## src/rtl/lpi_pkg.sv

```systemverilog
// Shared types for the LPI transmit controller.
package lpi_pkg;
    // Transmit-side LPI state
    typedef enum logic [1:0] {
        ST_ACTIVE = 2'd0,
        ST_LPI    = 2'd1,
        ST_WAKE   = 2'd2
    } lpi_state_t;

    // Status bit positions (software decodes these)
    localparam int ST_TX_ENTER = 0;
    localparam int ST_TX_EXIT  = 1;
    localparam int ST_RX_ENTER = 2;
    localparam int ST_RX_EXIT  = 3;
    localparam int N_STAT      = 4;
endpackage

```

## src/rtl/lpi_ls_qual.sv

```systemverilog
// Link-settle qualifier: counts microsecond ticks into milliseconds while the
// link-good bit is high, restarting on any low cycle, and flags when the
// programmed settle time has elapsed.
// Assumes tick is a single-cycle pulse; the millisecond count saturates.
module lpi_ls_qual #(
    parameter int LS_W      = 11,
    parameter int US_PER_MS = 1000
) (
    input  logic            clk,
    input  logic            rst_n,
    input  logic            link_ok,
    input  logic            tick,
    input  logic [LS_W-1:0] ls_ms,
    output logic            ls_ok
);
    localparam int US_W = (US_PER_MS > 1) ? $clog2(US_PER_MS) : 1;
    localparam logic [US_W-1:0] US_LAST = US_W'(US_PER_MS - 1);
    localparam logic [LS_W-1:0] MS_MAX  = '1;

    logic [US_W-1:0] us_cnt;
    logic [LS_W-1:0] ms_cnt;

    // Count ticks and milliseconds while the link bit stays good
    always_ff @(posedge clk) begin
        if (!rst_n || !link_ok) begin
            us_cnt <= '0;
            ms_cnt <= '0;
        end else if (tick) begin
            if (us_cnt == US_LAST) begin
                us_cnt <= '0;
                if (ms_cnt != MS_MAX) ms_cnt <= ms_cnt + 1'b1;
            end else begin
                us_cnt <= us_cnt + 1'b1;
            end
        end
    end

    // Settle condition: link still good and elapsed time reached
    always_comb ls_ok = link_ok && (ms_cnt >= ls_ms);


    restart_chk: assert property (@(posedge clk) disable iff (!rst_n)
        !link_ok |=> (ms_cnt == '0 && us_cnt == '0));


    ms_step_chk: assert property (@(posedge clk) disable iff (!rst_n)
        link_ok |=> (ms_cnt == $past(ms_cnt) || ms_cnt == $past(ms_cnt) + 1'b1 || ms_cnt == '0));
endmodule

```

## src/rtl/lpi_tx_fsm.sv

```systemverilog
// Transmit LPI sequencer: enters LPI when allowed and the queue is idle,
// leaves on traffic or disable, then holds transmission for the wake time.
// Assumes tick is a single-cycle pulse; outputs are decoded from state.
module lpi_tx_fsm #(
    parameter int TW_W = 16
) (
    input  logic            clk,
    input  logic            rst_n,
    input  logic            lpi_en,
    input  logic            auto_en,
    input  logic            ls_ok,
    input  logic            txq_empty,
    input  logic            tick,
    input  logic [TW_W-1:0] tw_us,
    output logic            lpi_req,
    output logic            tx_hold,
    output logic            ev_enter,
    output logic            ev_exit
);
    import lpi_pkg::*;

    lpi_state_t      state, state_nx;
    logic [TW_W-1:0] tw_cnt;
    logic            go_lpi, leave_lpi;

    // Transition conditions and event pulses
    always_comb begin
        go_lpi    = lpi_en && auto_en && ls_ok && txq_empty;
        leave_lpi = !txq_empty || !lpi_en;
        ev_enter  = (state == ST_ACTIVE) && go_lpi;
        ev_exit   = (state == ST_LPI) && leave_lpi;
    end

    // Next-state selection
    always_comb begin
        state_nx = state;
        unique case (state)
            ST_ACTIVE: if (go_lpi) state_nx = ST_LPI;
            ST_LPI:    if (leave_lpi) state_nx = ST_WAKE;
            ST_WAKE: begin
                if (tw_cnt == '0) state_nx = ST_ACTIVE;
                else if (tick && tw_cnt == TW_W'(1)) state_nx = ST_ACTIVE;
            end
            default:   state_nx = ST_ACTIVE;
        endcase
    end

    // State register
    always_ff @(posedge clk) begin
        if (!rst_n) state <= ST_ACTIVE;
        else        state <= state_nx;
    end

    // Wake-time counter: loaded on exit, counts ticks down in WAKE
    always_ff @(posedge clk) begin
        if (!rst_n)                          tw_cnt <= '0;
        else if (ev_exit)                    tw_cnt <= tw_us;
        else if (state == ST_WAKE && tick && tw_cnt != '0)
                                             tw_cnt <= tw_cnt - 1'b1;
    end

    // Outputs decoded from state
    always_comb begin
        lpi_req = (state == ST_LPI);
        tx_hold = (state != ST_ACTIVE);
    end


    entry_cond_chk: assert property (@(posedge clk) disable iff (!rst_n)
        $rose(lpi_req) |-> $past(lpi_en && auto_en && ls_ok && txq_empty));


    no_auto_chk: assert property (@(posedge clk) disable iff (!rst_n)
        (!auto_en && !lpi_req) |=> !lpi_req);


    exit_chk: assert property (@(posedge clk) disable iff (!rst_n)
        (lpi_req && (!txq_empty || !lpi_en)) |=> (!lpi_req && tx_hold));


    hold_after_exit_chk: assert property (@(posedge clk) disable iff (!rst_n)
        $fell(lpi_req) |-> tx_hold);


    no_tick_hold_chk: assert property (@(posedge clk) disable iff (!rst_n)
        (tx_hold && !lpi_req && !tick && tw_cnt > TW_W'(1)) |=> tx_hold);
endmodule

```

## src/rtl/lpi_status.sv

```systemverilog
// Sticky status bits for LPI entry/exit on both paths, cleared by a read,
// plus the interrupt source. An event in a read cycle survives the clear.
module lpi_status #(
    parameter int N = 4
) (
    input  logic         clk,
    input  logic         rst_n,
    input  logic [N-1:0] ev,
    input  logic         rd,
    output logic [N-1:0] stat,
    output logic         irq
);
    // Per-bit set-dominant sticky flag
    for (genvar i = 0; i < N; i++) begin : g_bit
        always_ff @(posedge clk) begin
            if (!rst_n)     stat[i] <= 1'b0;
            else if (ev[i]) stat[i] <= 1'b1;
            else if (rd)    stat[i] <= 1'b0;
        end
    end

    // Interrupt source is the OR of all flags
    always_comb irq = |stat;


    clear_chk: assert property (@(posedge clk) disable iff (!rst_n)
        (rd && ev == '0) |=> (stat == '0));


    sticky_chk: assert property (@(posedge clk) disable iff (!rst_n)
        !rd |=> ((stat & $past(stat)) == $past(stat)));


    set_wins_chk: assert property (@(posedge clk) disable iff (!rst_n)
        (ev != '0) |=> ((stat & $past(ev)) == $past(ev)));
endmodule

```

## src/rtl/lpi_tx_ctrl.sv

```systemverilog
// Top of the EEE transmit LPI controller: splits the timer word, qualifies
// link settle time, sequences transmit LPI and keeps sticky status.
// Assumes all inputs are synchronous to clk.
module lpi_tx_ctrl #(
    parameter int US_PER_MS = 1000,
    parameter int TW_W      = 16,
    parameter int LS_W      = 11,
    parameter int LS_LSB    = 16
) (
    input  logic        clk,
    input  logic        rst_n,
    input  logic        lpi_en,
    input  logic        auto_en,
    input  logic        link_ok,
    input  logic [31:0] cfg_timer,
    input  logic        txq_empty,
    input  logic        tick_us,
    input  logic        rx_lpi_enter,
    input  logic        rx_lpi_exit,
    input  logic        stat_rd,
    output logic        lpi_req,
    output logic        tx_hold,
    output logic [3:0]  stat,
    output logic        lpi_irq
);
    import lpi_pkg::*;

    logic [TW_W-1:0]   tw_us;
    logic [LS_W-1:0]   ls_ms;
    logic              ls_ok;
    logic              ev_enter, ev_exit;
    logic [N_STAT-1:0] ev;

    // Timer word fields
    always_comb begin
        tw_us = cfg_timer[TW_W-1:0];
        ls_ms = cfg_timer[LS_LSB +: LS_W];
    end

    // Gather status events in bit order
    always_comb begin
        ev              = '0;
        ev[ST_TX_ENTER] = ev_enter;
        ev[ST_TX_EXIT]  = ev_exit;
        ev[ST_RX_ENTER] = rx_lpi_enter;
        ev[ST_RX_EXIT]  = rx_lpi_exit;
    end

    lpi_ls_qual #(.LS_W(LS_W), .US_PER_MS(US_PER_MS)) u_ls (
        .clk(clk), .rst_n(rst_n), .link_ok(link_ok), .tick(tick_us),
        .ls_ms(ls_ms), .ls_ok(ls_ok)
    );

    lpi_tx_fsm #(.TW_W(TW_W)) u_fsm (
        .clk(clk), .rst_n(rst_n), .lpi_en(lpi_en), .auto_en(auto_en),
        .ls_ok(ls_ok), .txq_empty(txq_empty), .tick(tick_us), .tw_us(tw_us),
        .lpi_req(lpi_req), .tx_hold(tx_hold), .ev_enter(ev_enter), .ev_exit(ev_exit)
    );

    lpi_status #(.N(N_STAT)) u_stat (
        .clk(clk), .rst_n(rst_n), .ev(ev), .rd(stat_rd),
        .stat(stat), .irq(lpi_irq)
    );


    irq_chk: assert property (@(posedge clk) disable iff (!rst_n)
        lpi_irq == (stat != 4'd0));
endmodule

```

## config.mk

```make
export PLATFORM = sky130hd
export DESIGN_NAME = lpi_tx_ctrl
export DESIGN_NICKNAME = d
export VERILOG_FILES = /design/src/rtl/lpi_pkg.sv /design/src/rtl/lpi_ls_qual.sv /design/src/rtl/lpi_tx_fsm.sv /design/src/rtl/lpi_status.sv /design/src/rtl/lpi_tx_ctrl.sv
export SDC_FILE = /design/constraint.sdc
export NUM_CORES = 1
export LEC_CHECK = 0
export CORE_ASPECT_RATIO = 1.4
export CORE_UTILIZATION = 30
export CTS_CLUSTER_SIZE = 40
export DETAILED_ROUTE_END_ITERATION = 10
export PLACE_DENSITY = 0.53
export SLEW_MARGIN = 40
export SYNTH_ARGS = -nofsm -noshare
export SYNTH_HDL_FRONTEND = slang
export SYNTH_HIERARCHICAL = 1
export SYNTH_SLANG_ARGS = --single-unit
```

## constraint.sdc

```tcl
create_clock -name clk -period 3.5 [get_ports clk]
set_input_delay 0.525 -clock clk [delete_from_list [all_inputs] [get_ports clk]]
set_output_delay 0.525 -clock clk [all_outputs]
set_load 0.02 [all_outputs]
```

==> results of run 1 <==
## power by group
part / leakage (nW) / internal [mW] / switching [mW]
registers: 0.347 / 0.492 / 0.00161
logic: 0.801 / 0.0503 / 0.0322
clock network: 0.0838 / 0.337 / 0.199
total: 1.23 / 0.878 / 0.232
## cell usage after synthesis (all sizes together), types with 2 or more instances
master,number,share of area [%]
or2,2,0.48
o21ai,19,3.7
nand2,20,2.9
nand3,15,3.9
a311oi,4,1.6
inv,19,2.7
nor4,9,3.8
or4,12,3.5
nand3b,2,0.58
a31oi,9,2.2
a21oi,9,1.7
nor2,32,4.6
or3,6,1.4
buf,5,0.92
and4,4,1.4
nor3,10,1.9
clkbuf,4,0.58
o2111ai,2,0.67
nor2b,6,1.4
xnor2,12,4.0
a21o,2,0.58
nand4,7,1.7
o31ai,4,1.2
xor2,6,2.0
ha,15,7.2
and3,5,1.3
nor3b,5,2.1
o21a,5,1.4
dfxtp,43,33
## worst paths after layout
path                            slack, ps       startpoint          endpoint
worst max-delay path                 1060          tick_us  u_fsm/tw_cnt[10]
worst min-delay path                  510  u_fsm/tw_cnt[5]   u_fsm/tw_cnt[5]
worst max register to register       1150  u_fsm/tw_cnt[8]   u_fsm/tw_cnt[3]
worst min register to register        510  u_fsm/tw_cnt[5]   u_fsm/tw_cnt[5]
## sequential cells by signal (all words and copies together), names as in the netlist
name	flops
u_ls/ms_cnt	11
u_stat/stat	4
u_ls/us_cnt	10
u_fsm/tw_cnt	16
u_fsm/state	2
## cells by family after synthesis
| family | Yosys count | share of synthesized area (%) |
|---|---|---|
| multiplexers | 2 | 0.819 |
| AND/OR/NAND/NOR | 141 | 33.0 |
| adder cells (fa/ha/maj) | 15 | 7.23 |
| buffers and inverters | 29 | 4.38 |
| XOR/XNOR | 18 | 6.07 |
| AO/OA/AOI/OAI | 61 | 15.3 |
| flip-flops | 43 | 33.1 |
## worst max-delay path, stage by stage
cell	delay, ps
sky130_fd_sc_hd__clkdlybuf4s50_1	650
sky130_fd_sc_hd__nand4b_1	420
sky130_fd_sc_hd__or3_1	470
sky130_fd_sc_hd__or4_1	410
sky130_fd_sc_hd__a31oi_1	170
## layout make-up
| class | count | share of cell area, % |
|---|---|---|
| sequential | 43 | 26.1 |
| tap | 102 | 3.87 |
| clock buffer | 5 | 3.79 |
| clock inverter | 3 | 1.33 |
| timing repair buffer | 45 | 13.5 |
| multi-input combinational | 237 | 49.2 |
| inverter | 20 | 2.27 |
## placed cells by master (no fill, tap or decap), drive strengths merged, types with 6 or more instances in the layout
cell type	instances
nor2	32
o21ai	19
dfxtp	43
inv	19
nand4	7
or4	12
nand2	20
nor4	9
xnor2	12
nand3	15
a31oi	9
clkdlybuf4s50	43
nor3	10
nor2b	6
a21oi	9
ha	15
xor2	6
or3	6
## routing by layer
metal | vias up | share of wire (%) | global-route usage, %
li1 | 1222 | - | -
met1 | 1069 | 44 | 17.3
met2 | 38 | 53 | 27.7
met3 | 9 | 2.4 | 2.36
met4 | 0 | 1.3 | 5.95
met5 | - | 0 | 0
## through the flow
step	instance area, um^2	total power [mW]	utilization [%]	std cells
after detailed placement	3130	0.587	37.8	447
after floorplan	2600	0.530	-	309
after global placement	3130	0.586	37.8	447
final	3300	1.11	39.8	455
after CTS	3300	1.13	39.8	455
after global routing	3300	1.16	39.8	455
==> results.py, run 1 <==
metrics = {
    "timing": {
        "setup_tns_final_ps": 0,
        "fin_worst_skew_ps": 2.57,
        "final.hold.worst_slack_ps": 512,
        "post-route-period-util_pct": 69.6,
        "max_freq_mhz": 410,
        "hold_viol_final": 0,
        "worst_slew_margin_rel_pct": 62.6,
        "finalSetupViolCount": 0,
        "final-max-slew-violation-count": 0,
        "worst_slack_ps": 1060,
        "worst_pin_slew_ps": 557,
        "final.min_clock_period_ps": 2440,
        "setup_repair_after_global_routing_missed_its_margin": "false",
    },
    "layout": {
        "share_of_layout_cells_above_drive_strength_1_pct": 7.65,
        "antenna_cells": 0,
        "area_occupied_by_registers_um2": 861,
        "area_growth_pct": 27.1,
        "filler_cell_count": 855,
        "area_of_the_multi_input_gates_um2": 1620,
        "final_nets": 409,
    },
    "clock_tree": {
        "clk_path_buf_depth": 2,
        "cts_tree": "done",
        "number_of_setup_buffers_added_after_cts": 0,
        "clk_pin_slew_worst_paths_ps": 60,
        "numClockSinks": 43,
        "clock-root-buffer": "sky130_fd_sc_hd__clkbuf_16",
        "clk_latency_ps": 280,
        "numCtsBuffers": 5,
        "post_cts_resize_count": 0,
        "post_cts_hold_fix_bufs": 0,
        "cts_max_level": 2,
    },
    "critical_path": {
        "endpoint_kind": "flop",
        "rr_worst_depth": 4,
        "worstSetupPathType": "in2reg",
        "critical_path_peak_fanout": 10,
        "worstSetupStartpointType": "primary input",
        "crit_arrival_ps": 2650,
        "worstPathRequired_ps": 3710,
    },
    "route": {
        "detail_route.wl_per_cell_um": 13.9,
        "drt-initial-drc-count": 102,
        "antenna_left": 0,
        "route.vias.total": 2338,
        "remaining_drc_errors": 0,
        "wirelength_um": 6310,
        "detailed_routing_iterations_pass_1": 4,
        "avgViaCountPerCell": 5.14,
    },
    "power_and_ir_drop": {
        "vdd_ir_drop_max_mv": 0.165,
        "p_leak_nw": 1.23,
        "power.density_nw_per_um2": 337,
    },
    "synth": {
        "post_synthesis_instance_area_um2": 2600,
        "synth_edf_count": 0,
        "synth.distinct_cells": 54,
        "ys.warnings.count": 6,
        "synth_async_sr_flop_share_pct": 0,
        "yosys_register_bits": 43,
        "synthFlopType": "sky130_fd_sc_hd__dfxtp_1",
        "ys_seq_area_share_pct": 33.1,
        "synth.net_count": 366,
        "netlist_instances": 309,
        "synthesis.area_per_instance_um2": 8.41,
    },
    "placement": {
        "io_buffer_count": 43,
        "detailedPlace.worstSlack_ps": 826,
        "hpwl_um": 4720,
        "finalWeightedCongestion": 0.805,
    },
    "status": {
        "outcome": "complete, no violations",
    },
    "global_routing": {
        "initial_antenna_violation_count": 0,
        "first_pass_grt_wire_length_um": 10800,
        "vias_in_the_first_global_route": 2372,
        "maximum_number_of_pins_on_one_net_before_global_route_repair": 26,
        "total_routing_usage_gr_pct": 15.2,
        "grt_overflow": 0,
    },
    "die": {
        "boundaryPins": 49,
        "chipWidth_um": 80.6,
        "row_count": 39,
        "die_area_um2": 9040,
        "start_util_pct": 31.3,
        "die_height_um": 112,
        "core-area_um2": 8300,
    },
    "worst_hold_path": {
        "timing.hold.worst.class": "reg2reg",
        "hold-path-cell-count": 2,
    },
    "job": {
        "timing.max_cap.violations": 0,
    },
}
Note: power is estimated with default switching activity, not from simulation.
==> inputs of run 2 (changes only) <==
--- a/config.mk
+++ b/config.mk
@@ -9,7 +9,7 @@
 export CORE_UTILIZATION = 30
 export CTS_CLUSTER_SIZE = 40
 export DETAILED_ROUTE_END_ITERATION = 10
-export PLACE_DENSITY = 0.53
+export PLACE_DENSITY = 0.55
 export SLEW_MARGIN = 40
 export SYNTH_ARGS = -nofsm -noshare
 export SYNTH_HDL_FRONTEND = slang
==> constraint.sdc (replaced) <==
create_clock -name clk -period 2 [get_ports clk]
set_input_delay 0.3 -clock clk [delete_from_list [all_inputs] [get_ports clk]]
set_output_delay 0.3 -clock clk [all_outputs]
set_load 0.02 [all_outputs]
==> run 2 against run 1 <==
Compared with the run above: via count up 7.7%; die area unchanged; global-route usage up 0.68 points; clock-buffer cell count up 1; highest routed layer unchanged; sequential share of layout area down 2.3 points; clock skew up 1.1 ps; critical path depth down 1; clock power up 49%; first-iteration DRC count down 47%; core utilization up 4.2 points; register-to-register slack worse by 1100 ps; worst hold slack better by 6.8 ps.
==> results.py, run 2 (same netlist as run 1, synthesis figures left out) <==
metrics = {
    "critical_path": {
        "worstPathRequired_ps": 2210,
        "worstSetupStartpointType": "flop",
        "worstSetupPathType": "reg2reg",
        "endpoint_kind": "flop",
        "critical_path_peak_fanout": 5,
        "crit_arrival_ps": 2200,
    },
    "timing": {
        "post-route-period-util_pct": 99.8,
        "setup_repair_after_global_routing_missed_its_margin": "true",
        "final.hold.worst_slack_ps": 519,
        "finalSetupViolCount": 0,
        "worst_slew_margin_rel_pct": 65.8,
        "final.min_clock_period_ps": 2000,
        "fin_worst_skew_ps": 3.71,
        "worst_pin_slew_ps": 508,
        "max_freq_mhz": 501,
        "hold_viol_final": 0,
        "setup_tns_final_ps": 0,
        "final-max-slew-violation-count": 0,
    },
    "power_and_ir_drop": {
        "p_sw_share_pct": 21.9,
        "clock_power_share_pct": 44.0,
        "vdd_ir_drop_max_mv": 0.391,
        "comb_power_share_pct": 8.2,
        "power.density_nw_per_um2": 495,
        "p_leak_nw": 1.43,
        "power.internal_mw": 1.41,
        "seq_power_share_pct": 47.8,
        "power.switching_uw": 396,
    },
    "layout": {
        "antenna_cells": 0,
        "reg.largest.list": "u_fsm/tw_cnt: 16 flops, u_ls/ms_cnt: 11 flops, u_ls/us_cnt: 10 flops",
        "layout.cells.most_common": "sky130_fd_sc_hd__clkdlybuf4s50_1",
        "flip_flop_count_of_the_largest_register_after_layout": 16,
        "finish.instance_area_um2": 3650,
        "top_register": "u_fsm/tw_cnt",
        "area_growth_pct": 40.6,
        "final_core_utilization_pct": 44.0,
        "share_of_layout_cells_above_drive_strength_1_pct": 21.2,
        "final_nets": 448,
        "post_layout_nonfiller_instances": 494,
        "most_frequent_cells_in_the_layout": "sky130_fd_sc_hd__clkdlybuf4s50_1, sky130_fd_sc_hd__buf_4, sky130_fd_sc_hd__dfxtp_1",
    },
    "placement": {
        "io_buffer_count": 43,
        "finalWeightedCongestion": 0.822,
        "placed_cells_incl_taps": 483,
        "hpwl_um": 5240,
        "dpl_cell_area_um2": 3420,
    },
    "route": {
        "antenna_left": 0,
        "detailed_routing_iterations_pass_1": 4,
        "detail_route.wl_per_cell_um": 13.8,
        "remaining_drc_errors": 0,
        "drt-initial-drc-count": 54,
        "route.vias.total": 2517,
        "avgViaCountPerCell": 5.10,
        "wirelength_um": 6800,
    },
    "clock_tree": {
        "numCtsBuffers": 5,
        "cts_tree": "done",
        "clk_latency_ps": 280,
        "numClockSinks": 43,
        "clk_pin_slew_worst_paths_ps": 60,
        "post_cts_hold_fix_bufs": 0,
        "clk_path_buf_depth": 2,
        "cts_max_level": 2,
        "clock-root-buffer": "sky130_fd_sc_hd__clkbuf_16",
    },
    "die": {
        "die_height_um": 112,
        "die_area_um2": 9040,
        "start_util_pct": 31.3,
        "row_count": 39,
        "boundaryPins": 49,
        "core-area_um2": 8300,
        "chipWidth_um": 80.6,
    },
    "worst_hold_path": {
        "timing.hold.worst.class": "reg2reg",
    },
    "job": {
        "timing.max_cap.violations": 0,
    },
    "global_routing": {
        "initial_antenna_violation_count": 0,
        "total_routing_usage_gr_pct": 15.9,
        "first_pass_grt_wire_length_um": 11400,
        "grt_overflow": 0,
        "vias_in_the_first_global_route": 2560,
        "maximum_number_of_pins_on_one_net_before_global_route_repair": 26,
    },
    "status": {
        "outcome": "complete, no violations",
    },
}
==> run 2: cell count changes in the layout (fill, tap and decap cells not counted), moves of 5 or more <==
cell                      change
sky130_fd_sc_hd__or4_4        +5
sky130_fd_sc_hd__dfxtp_1      -5
sky130_fd_sc_hd__or4_1        -5
sky130_fd_sc_hd__buf_4       +38
sky130_fd_sc_hd__dfxtp_2      +5
==> run 2: final timing paths <==
check	from	cells past startpoint	to	slack [ps]
worst max-delay path	u_fsm/tw_cnt[2]	4	u_fsm/tw_cnt[7]	4
worst min-delay path	u_ls/us_cnt[8]	2	u_ls/us_cnt[8]	520
worst max register to register	u_fsm/tw_cnt[2]	4	u_fsm/tw_cnt[7]	4
worst min register to register	u_ls/us_cnt[8]	2	u_ls/us_cnt[8]	520
==> run 2: final cells by class <==
type                       instances  area (um^2)
sequential                        43          867
multi-input combinational        237         1700
clock inverter                     2         12.5
inverter                          20         75.1
fill                             842         4640
clock buffer                       6          129
timing repair buffer              84          743
tap                              102          128
==> run 2: metrics by stage <==
step           setup slack (ps)  power [mW]
4_1_cts                   0.982        1.84
6_report                   4.08        1.81
3_3_place_gp               -221        1.03
2_1_floorplan             -7.95       0.928
5_1_grt                   -19.4        1.89
3_5_place_dp               -256        1.03
==> run 2: what timing repair did <==
action                                  4_1_cts  5_1_grt
endpoints found under the setup margin        5       12
gates resized for setup                       5       13
buffers inserted                              0        3
pin swaps                                     1        9
==> run 2: critical path, stage by stage (launching register included) <==
cell                      delay (ps)
sky130_fd_sc_hd__dfxtp_2         320
sky130_fd_sc_hd__or4_4           570
sky130_fd_sc_hd__or4_4           440
sky130_fd_sc_hd__or4_1           420
sky130_fd_sc_hd__a31oi_1         180
==> run 2: power by group through the flow <==
stage	sequential (mW)	combinational, mW	clock [mW]
after global routing	0.863	0.163	0.860
after global placement	0.882	0.149	0
after floorplan	0.885	0.0430	0
after detailed placement	0.882	0.150	0
after CTS	0.863	0.151	0.825
final	0.863	0.149	0.796
==> run 2: per-layer routing <==
metal  up-vias  track usage [%]  wire (um)
li1       1291                -          -
met1      1176             18.0       2970
met2        44             29.4       3570
met3         6             2.28        182
met4         0             5.48         78
met5         -                0          0
==> inputs of run 3 (changes only) <==
--- a/config.mk
+++ b/config.mk
@@ -5,11 +5,12 @@
 export SDC_FILE = /design/constraint.sdc
 export NUM_CORES = 1
 export LEC_CHECK = 0
+export ABC_AREA = 1
 export CORE_ASPECT_RATIO = 1.4
 export CORE_UTILIZATION = 30
 export CTS_CLUSTER_SIZE = 40
 export DETAILED_ROUTE_END_ITERATION = 10
-export PLACE_DENSITY = 0.55
+export PLACE_DENSITY = 0.54
 export SLEW_MARGIN = 40
 export SYNTH_ARGS = -nofsm -noshare
 export SYNTH_HDL_FRONTEND = slang
==> run 3 against run 2 <==
Compared with the run above: synthesized area rose by 13%; critical path depth fell by 1; maximum frequency rose by 6.9%; power rose by 16%; highest routed layer unchanged; die area rose by 12%; clock power rose by 34%; largest cell class unchanged.
==> results.py, run 3 <==
metrics = {
    "status": {
        "outcome": "complete, no violations",
    },
    "synth": {
        "synthesis.area_per_instance_um2": 6.12,
        "synthFlopType": "sky130_fd_sc_hd__dfxtp_1",
        "ys.warnings.count": 6,
        "synth.net_count": 535,
        "yosys_register_bits": 43,
        "post_synthesis_instance_area_um2": 2920,
        "yosys-top-cells-area": "sky130_fd_sc_hd__dfxtp_1, sky130_fd_sc_hd__nand2_1, sky130_fd_sc_hd__nor2_1, sky130_fd_sc_hd__inv_1, sky130_fd_sc_hd__ha_1",
        "synth.top_cell.area_share_pct": 29.4,
        "synth_async_sr_flop_share_pct": 0,
        "ys_seq_area_share_pct": 29.4,
        "netlist_instances": 478,
        "synth_edf_count": 0,
        "yosysTopAreaCell": "sky130_fd_sc_hd__dfxtp_1",
        "synth.distinct_cells": 31,
        "synth.top_cells.by_count": "sky130_fd_sc_hd__nand2_1, sky130_fd_sc_hd__nor2_1, sky130_fd_sc_hd__inv_1",
        "most_instantiated_library_cell_after_synthesis": "sky130_fd_sc_hd__nand2_1",
    },
    "power_and_ir_drop": {
        "power.density_nw_per_um2": 548,
        "totalPowerFinal_mw": 2.10,
        "clock_power_share_pct": 50.9,
        "vdd_ir_drop_max_mv": 0.397,
        "seq_power_share_pct": 41.2,
        "power.internal_mw": 1.67,
        "comb_power_share_pct": 7.9,
        "p_sw_share_pct": 20.4,
        "power.switching_uw": 427,
        "p_leak_nw": 1.78,
    },
    "global_routing": {
        "first_pass_grt_wire_length_um": 12300,
        "total_routing_usage_gr_pct": 14.8,
        "vias_in_the_first_global_route": 2818,
        "grt_overflow": 0,
        "maximum_number_of_pins_on_one_net_before_global_route_repair": 17,
        "initial_antenna_violation_count": 0,
    },
    "route": {
        "drt-initial-drc-count": 72,
        "remaining_drc_errors": 0,
        "detailed_routing_iterations_pass_1": 4,
        "wirelength_um": 7230,
        "detail_route.wl_per_cell_um": 11.3,
        "avgViaCountPerCell": 4.65,
        "route.vias.total": 2978,
        "antenna_left": 0,
    },
    "die": {
        "start_util_pct": 30.9,
        "boundaryPins": 49,
        "core-area_um2": 9460,
        "row_count": 42,
        "die_height_um": 119,
        "die_area_um2": 10200,
        "chipWidth_um": 85.4,
    },
    "layout": {
        "top_register": "u_fsm/tw_cnt",
        "post_layout_nonfiller_instances": 641,
        "share_of_layout_cells_above_drive_strength_1_pct": 11.1,
        "area_growth_pct": 30.9,
        "layout.cells.most_common": "sky130_fd_sc_hd__nand2_1",
        "antenna_cells": 0,
        "reg.largest.list": "u_fsm/tw_cnt: 16 flops, u_ls/ms_cnt: 11 flops, u_ls/us_cnt: 10 flops",
        "final_core_utilization_pct": 40.5,
        "most_frequent_cells_in_the_layout": "sky130_fd_sc_hd__nand2_1, sky130_fd_sc_hd__nor2_1, sky130_fd_sc_hd__inv_1",
        "final_nets": 587,
        "flip_flop_count_of_the_largest_register_after_layout": 16,
    },
    "job": {
        "timing.max_cap.violations": 0,
    },
    "critical_path": {
        "critical_path_peak_fanout": 5,
        "cpMaxStageDelayCell": "sky130_fd_sc_hd__clkdlybuf4s50_1",
        "cp_cell_sequence": "inv_1 -> nor2_1 -> clkdlybuf4s50_1",
        "cp-startpoint": "u_fsm/state[0]",
        "timing.critical_path.buf_inv": 2,
        "cp_slowest_stage_delay_ps": 650,
        "worst_path_dominant_cell_family": "buffers and inverters",
        "regToRegStartpoint": "u_fsm/tw_cnt[0]",
        "endpoint_kind": "primary output",
        "crit_arrival_ps": 1570,
        "ff2ff_setup_slack_ps": 250,
        "worstSetupStartpointType": "flop",
        "worstPathRequired_ps": 1700,
        "worstSetupPathType": "reg2out",
    },
    "placement": {
        "hpwl_um": 5520,
        "io_buffer_count": 43,
        "finalWeightedCongestion": 0.822,
        "placed_cells_incl_taps": 633,
    },
    "clock_tree": {
        "clk_latency_ps": 290,
        "cts_max_level": 2,
        "clk_path_buf_depth": 2,
        "clock-root-buffer": "sky130_fd_sc_hd__clkbuf_16",
        "cts_tree": "done",
        "numCtsBuffers": 5,
        "numClockSinks": 43,
        "clk_pin_slew_worst_paths_ps": 70,
        "post_cts_hold_fix_bufs": 0,
    },
    "worst_hold_path": {
        "timing.hold.worst.class": "reg2reg",
        "worst_hold_startpoint": "u_stat/stat[2]",
    },
    "timing": {
        "worst_pin_slew_ps": 466,
        "finalSetupViolCount": 0,
        "setup_tns_final_ps": 0,
        "post-route-period-util_pct": 93.3,
        "hold_viol_final": 0,
        "final.min_clock_period_ps": 1870,
        "final.hold.worst_slack_ps": 481,
        "worst_slew_margin_rel_pct": 68.9,
        "final-max-slew-violation-count": 0,
        "setup_repair_after_global_routing_missed_its_margin": "false",
        "fin_worst_skew_ps": 8.05,
        "max_freq_mhz": 536,
    },
}
==> run 3: cell count changes in the layout (fill, tap and decap cells not counted), moves of 7 or more <==
cell,change
sky130_fd_sc_hd__a21oi_1,+14
sky130_fd_sc_hd__nor2_2,+9
sky130_fd_sc_hd__xnor2_1,-11
sky130_fd_sc_hd__nor2_1,+69
sky130_fd_sc_hd__buf_4,-31
sky130_fd_sc_hd__a31oi_1,-8
sky130_fd_sc_hd__nand3_1,+12
sky130_fd_sc_hd__or4_1,-7
sky130_fd_sc_hd__inv_1,+47
sky130_fd_sc_hd__nand2_1,+97
==> run 3: cell type report <==
cell class,count,area (um^2)
fillers,1021,5630
multi-input cells,354,1830
flip-flops and latches,43,861
repair buffers,53,531
inverters,73,274
well taps,110,138
clock buffers,5,125
clock inverters,3,67.6
==> run 3: final timing paths <==
path | endpoint | depth (start not counted)
setup / recovery | lpi_req | 3
hold / removal | u_stat/stat[2] | 2
setup reg to reg | u_fsm/tw_cnt[5] | 10
hold reg to reg | u_stat/stat[2] | 2
==> run 3: routing by layer <==
layer | wire length (um) | vias up | global-route usage [%]
li1 | - | 1599 | -
met1 | 3270 | 1338 | 17.3
met2 | 3720 | 35 | 27.7
met3 | 156 | 6 | 1.87
met4 | 85 | 0 | 4.06
met5 | 0 | - | 0
==> run 3: timing repair <==
action / 4_1_cts / 5_1_grt
resized for setup: 0 / 24
endpoints found under the setup margin: 0 / 2
endpoints found under the hold margin: 0 / 0
setup buffers: 0 / 0
==> run 3: per-stage QoR <==
step	instance area (um^2)	setup slack [ps]
floorplan	2920	446
global placement	3510	-196
detailed placement	3510	-230
CTS	3710	68.9
global route	3830	5.75
finish	3830	133
==> run 3: worst register-to-register path: cells and delay by family (launching register included) <==
family                   cells  cell delay (ps)
flip-flops                   1              380
adder cells (fa/ha/maj)      1              230
AND/OR/NAND/NOR              7              800
buffers and inverters        2              240
==> run 3: logic make-up after synthesis <==
| kind of cell | after synthesis | synth area share [%] |
|---|---|---|
| adder cells (fa/ha/maj) | 15 | 6.42 |
| flip-flops | 43 | 29.4 |
| AO/OA/AOI/OAI | 51 | 9.24 |
| XOR/XNOR | 3 | 0.899 |
| buffers and inverters | 81 | 11.6 |
| AND/OR/NAND/NOR | 285 | 42.4 |
==> run 3: power groups by stage <==
| stage | combinational, mW | sequential (mW) | clock [mW] |
|---|---|---|---|
| global route | 0.184 | 0.864 | 1.12 |
| floorplan | 0.0486 | 0.886 | 0 |
| detailed placement | 0.157 | 0.884 | 0 |
| finish | 0.166 | 0.864 | 1.07 |
| CTS | 0.159 | 0.864 | 1.10 |
| global placement | 0.156 | 0.883 | 0 |
